==> src/rtl/rstpat_pkg.sv <==
package rstpat_pkg;

  // Progress through the clock-width pattern
  typedef enum logic [2:0] {
    ST_IDLE = 3'd0,
    ST_HI1  = 3'd1,
    ST_LO1  = 3'd2,
    ST_HI2  = 3'd3,
    ST_LO2  = 3'd4,
    ST_HI3  = 3'd5,
    ST_LOCK = 3'd6
  } det_state_e;

endpackage

==> src/rtl/rstpat_rst_sync.sv <==
module rstpat_rst_sync #(
  parameter int STAGES = 2
) (
  input  logic clk,
  input  logic rst_ni,
  output logic rst_no
);

  logic [STAGES-1:0] chain_q;

  always_ff @(posedge clk or negedge rst_ni) begin
    if (!rst_ni) chain_q <= '0;
    else         chain_q <= {chain_q[STAGES-2:0], 1'b1};
  end

  assign rst_no = chain_q[STAGES-1];

endmodule

==> src/rtl/rstpat_level_sync.sv <==
module rstpat_level_sync #(
  parameter int STAGES = 2
) (
  input  logic clk,
  input  logic rst_ni,
  input  logic din,
  output logic rise,
  output logic fall
);

  // STAGES synchronizer flops plus one history flop
  logic [STAGES:0] pipe_q;
  logic [STAGES:0] pipe_d;
  logic            lvl;
  logic            prev;

  always_comb pipe_d = {pipe_q[STAGES-1:0], din};

  always_ff @(posedge clk or negedge rst_ni) begin
    if (!rst_ni) pipe_q <= '0;
    else         pipe_q <= pipe_d;
  end

  assign lvl  = pipe_q[STAGES-1];
  assign prev = pipe_q[STAGES];
  assign rise = lvl & ~prev;
  assign fall = ~lvl & prev;

endmodule

==> src/rtl/rstpat_run_counter.sv <==
module rstpat_run_counter #(
  parameter int W = 12
) (
  input  logic         clk,
  input  logic         rst_ni,
  input  logic         restart,
  output logic [W-1:0] run
);

  localparam logic [W-1:0] SAT = '1;
  localparam logic [W-1:0] ONE = {{(W-1){1'b0}}, 1'b1};

  logic [W-1:0] run_q;
  logic [W-1:0] run_d;
  logic         at_sat;

  assign at_sat = (run_q == SAT);

  always_comb begin
    if (restart)     run_d = ONE;
    else if (at_sat) run_d = run_q;
    else             run_d = run_q + ONE;
  end

  always_ff @(posedge clk or negedge rst_ni) begin
    if (!rst_ni) run_q <= '0;
    else         run_q <= run_d;
  end

  assign run = run_q;


  sat_hold_chk: assert property (@(posedge clk) disable iff (!rst_ni)
    (at_sat && !restart) |=> (run_q == SAT));


  no_wrap_chk: assert property (@(posedge clk) disable iff (!rst_ni)
    !restart |=> (run_q >= $past(run_q)));

endmodule

==> src/rtl/rstpat_lock_timer.sv <==
module rstpat_lock_timer #(
  parameter int CYCLES = 59000
) (
  input  logic clk,
  input  logic rst_ni,
  input  logic start,
  output logic active,
  output logic last
);

  localparam int LW = (CYCLES > 2) ? $clog2(CYCLES) : 1;
  localparam logic [LW-1:0] END_CNT = LW'(CYCLES - 1);

  logic [LW-1:0] cnt_q;
  logic [LW-1:0] cnt_d;
  logic          act_q;
  logic          act_d;
  logic          en;

  assign last = act_q && (cnt_q == END_CNT);
  assign en   = start | act_q;

  always_comb begin
    cnt_d = cnt_q;
    act_d = act_q;
    if (start) begin
      cnt_d = '0;
      act_d = 1'b1;
    end else if (last) begin
      cnt_d = '0;
      act_d = 1'b0;
    end else begin
      cnt_d = cnt_q + 1'b1;
    end
  end

  always_ff @(posedge clk or negedge rst_ni) begin
    if (!rst_ni) begin
      cnt_q <= '0;
      act_q <= 1'b0;
    end else if (en) begin
      cnt_q <= cnt_d;
      act_q <= act_d;
    end
  end

  assign active = act_q;


  lock_end_chk: assert property (@(posedge clk) disable iff (!rst_ni)
    (last && !start) |=> !active);

endmodule

==> src/rtl/sclk_pattern_reset.sv <==
module sclk_pattern_reset
  import rstpat_pkg::*;
#(
  parameter int P1_LO       = 256,
  parameter int P1_HI       = 400,
  parameter int P2_LO       = 512,
  parameter int P2_HI       = 900,
  parameter int P3_FIRE     = 1024,
  parameter int GAP_MIN     = 5,
  parameter int LOCK_CYCLES = 59000,
  parameter int SYNC_STAGES = 2
) (
  input  logic clk,
  input  logic rst_n,
  input  logic ser_clk,
  input  logic chip_sel_n,
  input  logic result_ready_n,
  input  logic is_slave,
  output logic soft_rst_pulse,
  output logic comm_lockout
);

  // Counter must reach the firing length; one extra bit of headroom
  localparam int CNT_W = $clog2(P3_FIRE + 1) + 1;
  localparam logic [CNT_W-1:0] K_P1_LO = CNT_W'(P1_LO);
  localparam logic [CNT_W-1:0] K_P1_HI = CNT_W'(P1_HI);
  localparam logic [CNT_W-1:0] K_P2_LO = CNT_W'(P2_LO);
  localparam logic [CNT_W-1:0] K_P2_HI = CNT_W'(P2_HI);
  localparam logic [CNT_W-1:0] K_FIRE  = CNT_W'(P3_FIRE);
  localparam logic [CNT_W-1:0] K_GAP   = CNT_W'(GAP_MIN);

  logic             rst_s;
  logic             sc_rise;
  logic             sc_fall;
  logic [CNT_W-1:0] run;
  logic             lock_active;
  logic             lock_last;
  logic             enable;
  logic             win1_ok;
  logic             win2_ok;
  logic             gap_ok;
  logic             fire;
  det_state_e       state_q;
  det_state_e       state_d;
  logic             pulse_q;

  rstpat_rst_sync #(.STAGES(2)) u_rst (
    .clk    (clk),
    .rst_ni (rst_n),
    .rst_no (rst_s)
  );

  rstpat_level_sync #(.STAGES(SYNC_STAGES)) u_sync (
    .clk    (clk),
    .rst_ni (rst_s),
    .din    (ser_clk),
    .rise   (sc_rise),
    .fall   (sc_fall)
  );

  rstpat_run_counter #(.W(CNT_W)) u_run (
    .clk     (clk),
    .rst_ni  (rst_s),
    .restart (sc_rise | sc_fall),
    .run     (run)
  );

  rstpat_lock_timer #(.CYCLES(LOCK_CYCLES)) u_lock (
    .clk    (clk),
    .rst_ni (rst_s),
    .start  (fire),
    .active (lock_active),
    .last   (lock_last)
  );

  assign enable  = is_slave & ~chip_sel_n & result_ready_n;
  assign win1_ok = (run > K_P1_LO) && (run < K_P1_HI);
  assign win2_ok = (run > K_P2_LO) && (run < K_P2_HI);
  assign gap_ok  = (run > K_GAP);

  // Next-state logic
  always_comb begin
    state_d = state_q;
    fire    = 1'b0;
    if (state_q == ST_LOCK) begin
      if (lock_last) state_d = ST_IDLE;
    end else if (!enable) begin
      state_d = ST_IDLE;
    end else begin
      case (state_q)
        ST_IDLE: if (sc_rise) state_d = ST_HI1;
        ST_HI1:  if (sc_fall) state_d = win1_ok ? ST_LO1 : ST_IDLE;
        ST_LO1:  if (sc_rise) state_d = gap_ok  ? ST_HI2 : ST_IDLE;
        ST_HI2:  if (sc_fall) state_d = win2_ok ? ST_LO2 : ST_IDLE;
        ST_LO2:  if (sc_rise) state_d = gap_ok  ? ST_HI3 : ST_IDLE;
        ST_HI3: begin
          if (run >= K_FIRE) begin
            fire    = 1'b1;
            state_d = ST_LOCK;
          end else if (sc_fall) begin
            state_d = ST_IDLE;
          end
        end
        default: state_d = ST_IDLE;
      endcase
    end
  end

  // Registers
  always_ff @(posedge clk or negedge rst_s) begin
    if (!rst_s) begin
      state_q <= ST_IDLE;
      pulse_q <= 1'b0;
    end else begin
      state_q <= state_d;
      pulse_q <= fire;
    end
  end

  assign soft_rst_pulse = pulse_q;
  assign comm_lockout   = (state_q == ST_LOCK);


  pulse_one_chk: assert property (@(posedge clk) disable iff (!rst_s)
    soft_rst_pulse |=> !soft_rst_pulse);


  pulse_src_chk: assert property (@(posedge clk) disable iff (!rst_s)
    soft_rst_pulse |-> ($past(state_q) == ST_HI3));


  lock_entry_chk: assert property (@(posedge clk) disable iff (!rst_s)
    soft_rst_pulse |-> (comm_lockout && !$past(comm_lockout)));


  lock_agree_chk: assert property (@(posedge clk) disable iff (!rst_s)
    lock_active == comm_lockout);


  disarm_idle_chk: assert property (@(posedge clk) disable iff (!rst_s)
    (!enable && state_q != ST_LOCK) |=> (state_q == ST_IDLE));

endmodule

==> config.mk <==
export PLATFORM = sky130hd
export DESIGN_NAME = sclk_pattern_reset
export DESIGN_NICKNAME = d
export VERILOG_FILES = /design/src/rtl/rstpat_pkg.sv /design/src/rtl/rstpat_rst_sync.sv /design/src/rtl/rstpat_level_sync.sv /design/src/rtl/rstpat_run_counter.sv /design/src/rtl/rstpat_lock_timer.sv /design/src/rtl/sclk_pattern_reset.sv
export SDC_FILE = /design/constraint.sdc
export NUM_CORES = 1
export LEC_CHECK = 0
export ABC_AREA = 1
export BUFFER_PORTS_ARGS = -buffer_cell sky130_fd_sc_hd__buf_2
export CORE_MARGIN = 2
export CORE_UTILIZATION = 60
export CTS_CLUSTER_SIZE = 8
export DETAILED_ROUTE_END_ITERATION = 12
export GPL_TIMING_DRIVEN = 0
export PLACE_DENSITY_LB_ADDON = 0.15
export SYNTH_ARGS = -nofsm -noshare
export SYNTH_HDL_FRONTEND = slang
export SYNTH_SLANG_ARGS = --single-unit
==> constraint.sdc <==
create_clock -name clk -period 1.5 [get_ports clk]
set_input_delay 0 -clock clk [delete_from_list [all_inputs] [get_ports clk]]
set_output_delay 0 -clock clk [all_outputs]
set_load 0.02 [all_outputs]
## Yosys cells after proc, flatten, opt, wreduce, memory -nomap -nowiden

Cells that the tools add are included.

| word-level totals | value |
|---|---|
| output and inout bits | 2 |
| bits in registers | 38 |
| logic and storage cells | 72 |

| cells by class | value |
|---|---|
| reduce and logical (&&, ||, !) cells | 7 |
| bitwise operators | 9 |
| equal/unequal tests | 16 |
| magnitude comparators | 6 |
| $add $sub $neg | 2 |
| mux-type cells | 25 |

Operator list:

| cell | number |
|---|---|
| $mux 3 | 12 |
| $mux 16 | 2 |
| $mux 12 | 2 |
| $ne 4x4->1 const B | 5 |
| $pmux 3 s6 | 1 |
| $add 16x1->16 const B | 1 |
| $eq 16x16->1 const B | 1 |
| $add 12x1->12 const B | 1 |
| $eq 12x12->1 const B | 1 |
| $ge 12x11->1 const B | 1 |
| $gt 12x10->1 const B | 1 |
| $gt 12x3->1 const B | 1 |
| $gt 12x9->1 const B | 1 |
| $lt 12x10->1 const B | 1 |
| $lt 12x9->1 const B | 1 |
| $eq 3x3->1 const B | 3 |
| $reduce_and 7->1 | 1 |
| $eq 3x2->1 const B | 2 |
| $mux 1 | 6 |
| $ne 5x5->1 const B | 1 |
| $and 1x1->1 | 4 |
| $mux 2 | 2 |
| $ne 2x1->1 const B | 2 |
| $eq 3x1->1 const B | 1 |
| 6 further kinds | 11 |

## Logic depth before layout (Yosys ltp)

| depth | value |
|---|---|
| depth after elaboration | 7 |
| depth in mapped cells | 11 |

## Cells and area by module

From an unflattened synthesis, not the netlist that was laid out.

| second synthesis, totals | value |
|---|---|
| cells, all modules | 320 |
| area, all modules | 2,285.9 um^2 |

Modules (own cells, without submodules):

| module | area each (um^2) | cells each | instances |
|---|---|---|---|
| rstpat_lock_timer | 979.7 | 140 | 1 |
| rstpat_run_counter | 735.7 | 91 | 1 |
| sclk_pattern_reset | 426.7 | 79 | 1 |
| rstpat_level_sync | 90.1 | 7 | 1 |
| rstpat_rst_sync | 53.8 | 3 | 1 |

## Least setup slack after synthesis

Ideal clock, no wire load.

| timing path | value |
|---|---|
| kind | reg2reg |
| start point | register state_q[1] |
| end point | register u_lock.cnt_q[2] |
| cell stages (with the launch flop) | 7 |
| buffers on the path | 0 |
| data arrival time | 1.337 ns |
| slack | 0.077 ns |
| required time | 1.414 ns |
| cells stage by stage | dfrtp_1 > nand2_1 > nor2_1 > nor2_1 > nand2_1 > nand2_1 > nor3_1 |

RTL lines:

| element | line | RTL |
|---|---|---|
| start: declaration | sclk_pattern_reset.sv:43 | `det_state_e state_q;` |
| start signal: assignment | sclk_pattern_reset.sv:115 | `state_q <= state_d;` |
| $eq 3x3->1 * | - |  |
| via comm_lockout | sclk_pattern_reset.sv:20 | `output logic comm_lockout` |
| $mux 1 * | sclk_pattern_reset.sv:85 | `if (state_q == ST_LOCK) begin` |
| $mux 16 or $or 1x1->1 (tied branches) | rstpat_lock_timer.sv:26, rstpat_lock_timer.sv:21 |  |
| end signal: assignment | rstpat_lock_timer.sv:42 | `cnt_q <= cnt_d;` |
| end: declaration | rstpat_lock_timer.sv:14 | `logic [LW-1:0] cnt_q;` |

Mark *: on every way through the listed nets, which the timed path passes. The rest lies on a longest branch.
A chain may end at the register's enable or synchronous reset.

## Final worst setup path

| timing path | value |
|---|---|
| start point | register u_run.run_q[1] (netlist: u_run.run[1]) |
| end point | register u_run.run_q[10] (netlist: u_run.run[10]) |

| between the ends | value |
|---|---|
| cells in the longest elaborated chain, start to end | 3 |

RTL lines:

| element | line | RTL |
|---|---|---|
| start: declaration | rstpat_run_counter.sv:13 | `logic [W-1:0] run_q;` |
| start signal: assignment | rstpat_run_counter.sv:27 | `else run_q <= run_d;` |
| $add 12x1->12 | rstpat_run_counter.sv:22 | `else run_d = run_q + ONE;` |
| $mux 12 | rstpat_run_counter.sv:21 | `else if (at_sat) run_d = run_q;` |
| $mux 12 | rstpat_run_counter.sv:20 | `if (restart) run_d = ONE;` |

Several ways; a longest one is shown, not always the timed one. The select of a mux whose other input is x is not followed.

==> reports/results.tsv <==
metric	value	unit
critPathSlowestCell	dfrtp_1	
synth-edff-count	0	
pwr-share-seq	51.2	%
yosysUniqueCellTypes	32	
timing.fmax	661	MHz
yosys.area_share.simple	38.9	%
slew_headroom	47.2	%
vias	2296	
cap_viol_max_count	0	
skew	0.00600	ns
crit_fanout	5	
io-pin-count	8	
synth_top_family_by_area	simple AND/OR/NAND/NOR gates	
yosysSeqAreaShare	39.1	%
core_area	0.00394	mm²
cts_root_buffer	clkbuf_8	
via_per_inst	5.52	
yosysTopAreaCellShare	39.1	%
area_delta_synth_final	18.2	%
grt-ovfl-total	0	
worst_slack	-0.0138	ns
finalCriticalPeriod	1.51	ns
ant_nets	0	
violations	setup timing	
synth_mux_area_share	0	%
outcome	complete, but fails checks	
p_switching	0.534	mW
synth_compound_area_share	6.43	%
dp_slack	-0.0781	ns
synth_xor_area_share	2.88	%
synthesis.instances	338	
fin_crit_sh	101	%
power.total	2.15	mW
worst_pin_slew	0.792	ns
crit_path_end_kind	register	
antenna_found_initial	0	
nets	377	
yosys.area.top_type	dfrtp_1	
clock-sinks	38	
vdd_drop_max	0.749	mV
p_comb_share	8.8	%
hp-class	input port to register	
regToRegSetupSlack	-0.01	ns
leakage	1.33	nW
syn-cell-area	0.00243	mm²
synthArstFlopShare	100	%
cts_buffer_depth	2	
dieWidth	67.7	µm
grt_pass1_wl	8.59	mm
clkTransAtPathRegs	0.08	ns
dp_hpwl	3.62	mm
place.port_buffers	7	
drive_above_1_share	22.7	%
p_per_area	749	mW/mm²
crit_start	u_run.run[1]	
fp.dieH	67.7	µm
r2r-start	u_run.run[1]	
insertedDiodeCount	0	
hold_start	result_ready_n	
finalMaxSlewViolations	0	
synth_common_cells	90 x nand2_1, 44 x inv_1, 42 x nor2_1	
ys.flop_type	dfrtp_1	
grt_pass1_vias	1978	
drc	0	
holdWs	0.140	ns
yosys_register_bits	38	
crit_type	register to register	
cp_cell_sequence	ha_2 > nand2_2 > inv_2 > nand3_4 > inv_2 > nand4_4 > clkbuf_16 > a31oi_1	
hold_violations	0	
intPower	1.62	mW
start_kind	register	
switching_share	24.8	%
synthesis.nets	350	
grt_max_degree	37	
gp_congestion	0.898	
grt_use_total	25.2	%
synth_fa_ha_area_share	3.09	%
firstDrtPassIters	4	
crit_required	1.71	ns
wl_per_cell	12.9	µm
max_stage_delay	0.42	ns
utilization	72.9	%
cts_tree	done	
cts_buffers	5	
cts-htree-levels	2	
row_count	23	
p_clk_share	39.9	%
clk_latency	0.29	ns
placed_cell_area	0.00253	mm²
ys_warn_count	0	
synth_area_leaders	dfrtp_1 39%, nand2_1 14%, inv_1 6.8%, nor2_1 6.5%, nand3_1 5.8%	
routed_wl	5.37	mm
syn_area_per_cell	7.19	µm²
finalInstanceArea	0.00287	mm²
rsz0062_at_grt	yes	
drtIter0Drc	165	
start_util	61.7	%
critPathArrivalTime	1.72	ns
dieArea	0.00458	mm²
yosysMostFrequentCell	nand2_1	
final-setup-viol-count	1	
cp_common_cell	inv_2	
power groups by stage:
stage | Clock, mW | Sequential, mW | Combinational, mW
finish | 0.860 | 1.10 | 0.190
global route | 0.912 | 1.11 | 0.215
CTS | 0.883 | 1.10 | 0.161
detailed placement | 0 | 1.12 | 0.146
global placement | 0 | 1.12 | 0.144
floorplan | 0 | 1.11 | 0.114
critical path, delay by kind of cell, from the launching register on:
kind / cells / cell delay, ns
buf+inv: 3 / 0.38
simple gates: 3 / 0.28
compound gates: 1 / 0.15
flops: 1 / 0.42
fa+ha+maj: 1 / 0.21
registers in the layout, indices dropped and copies added, names as in the netlist:
register / cells
u_lock.cnt_q: 16
u_run.run: 12
state_q: 3
u_sync.pipe_q: 3
u_rst.chain_q: 2
soft_rst_pulse: 1
u_lock.active: 1
layout by cell type, fill, tap and decap left out, drive strengths merged:
cell type	instances
clkbuf	6
nor2	48
clkinv	2
nand3	29
xor2	8
o21ai	11
o21bai	1
nor3b	1
conb	1
dfrtp	38
nor3	10
nand4	16
a21oi	14
dlygate4sd3	3
buf	21
nand3b	4
ha	6
nand2	94
and2	1
a31oi	2
inv	49
bufinv	1
final cells by class:
| cell class | instances | area (µm²) |
|---|---|---|
| fillers | 285 | 1070 |
| flip-flops and latches | 38 | 962 |
| multi-input cells | 246 | 1350 |
| plain buffers | 5 | 47.5 |
| repair buffers | 20 | 158 |
| clock inverters | 3 | 40.0 |
| clock buffers | 5 | 68.8 |
| well taps | 50 | 62.6 |
| inverters | 49 | 186 |
metrics by stage:
stage	setup TNS, ns	cells
after floorplan	0	338
after detailed placement	-0.193	395
after CTS	0	407
final	-0.0138	416
after global placement	-2.23	395
after global routing	-0.715	416
routing by layer:
metal  share of wire (%)  GRT usage [%]
met1                  47           35.7
met2                  45           38.6
met3                 5.6           4.00
met4                 2.1           9.69
met5                   0              0
cells by family (layout without fill, tap and decap cells):
logic type | after synthesis | after routing
flip-flops | 38 | 38
XOR/XNOR | 8 | 8
other | 1 | 1
AND/OR/NAND/NOR | 203 | 203
AO/OA/AOI/OAI | 28 | 28
buffers and inverters | 54 | 82
adder cells (fa/ha/maj) | 6 | 6
final timing paths:
check / endpoint / cells after the start
worst max-delay path: u_run.run[10] / 8
min in group asynchronous: u_lock.cnt_q[13] / 0
worst min-delay path: soft_rst_pulse / 5
max in group asynchronous: u_run.run[10] / 0
worst max register to register: u_run.run[10] / 8
worst min register to register: u_lock.cnt_q[13] / 0
what timing repair did:
action	CTS	global route
setup buffers	1	8
hold endpoints to repair	3	0
pin swaps	0	7
setup endpoints to repair	11	28
cloned	0	1
resized for setup	2	37
hold buffers	3	0
No activity file was read; power rests on OpenSTA's default activity.
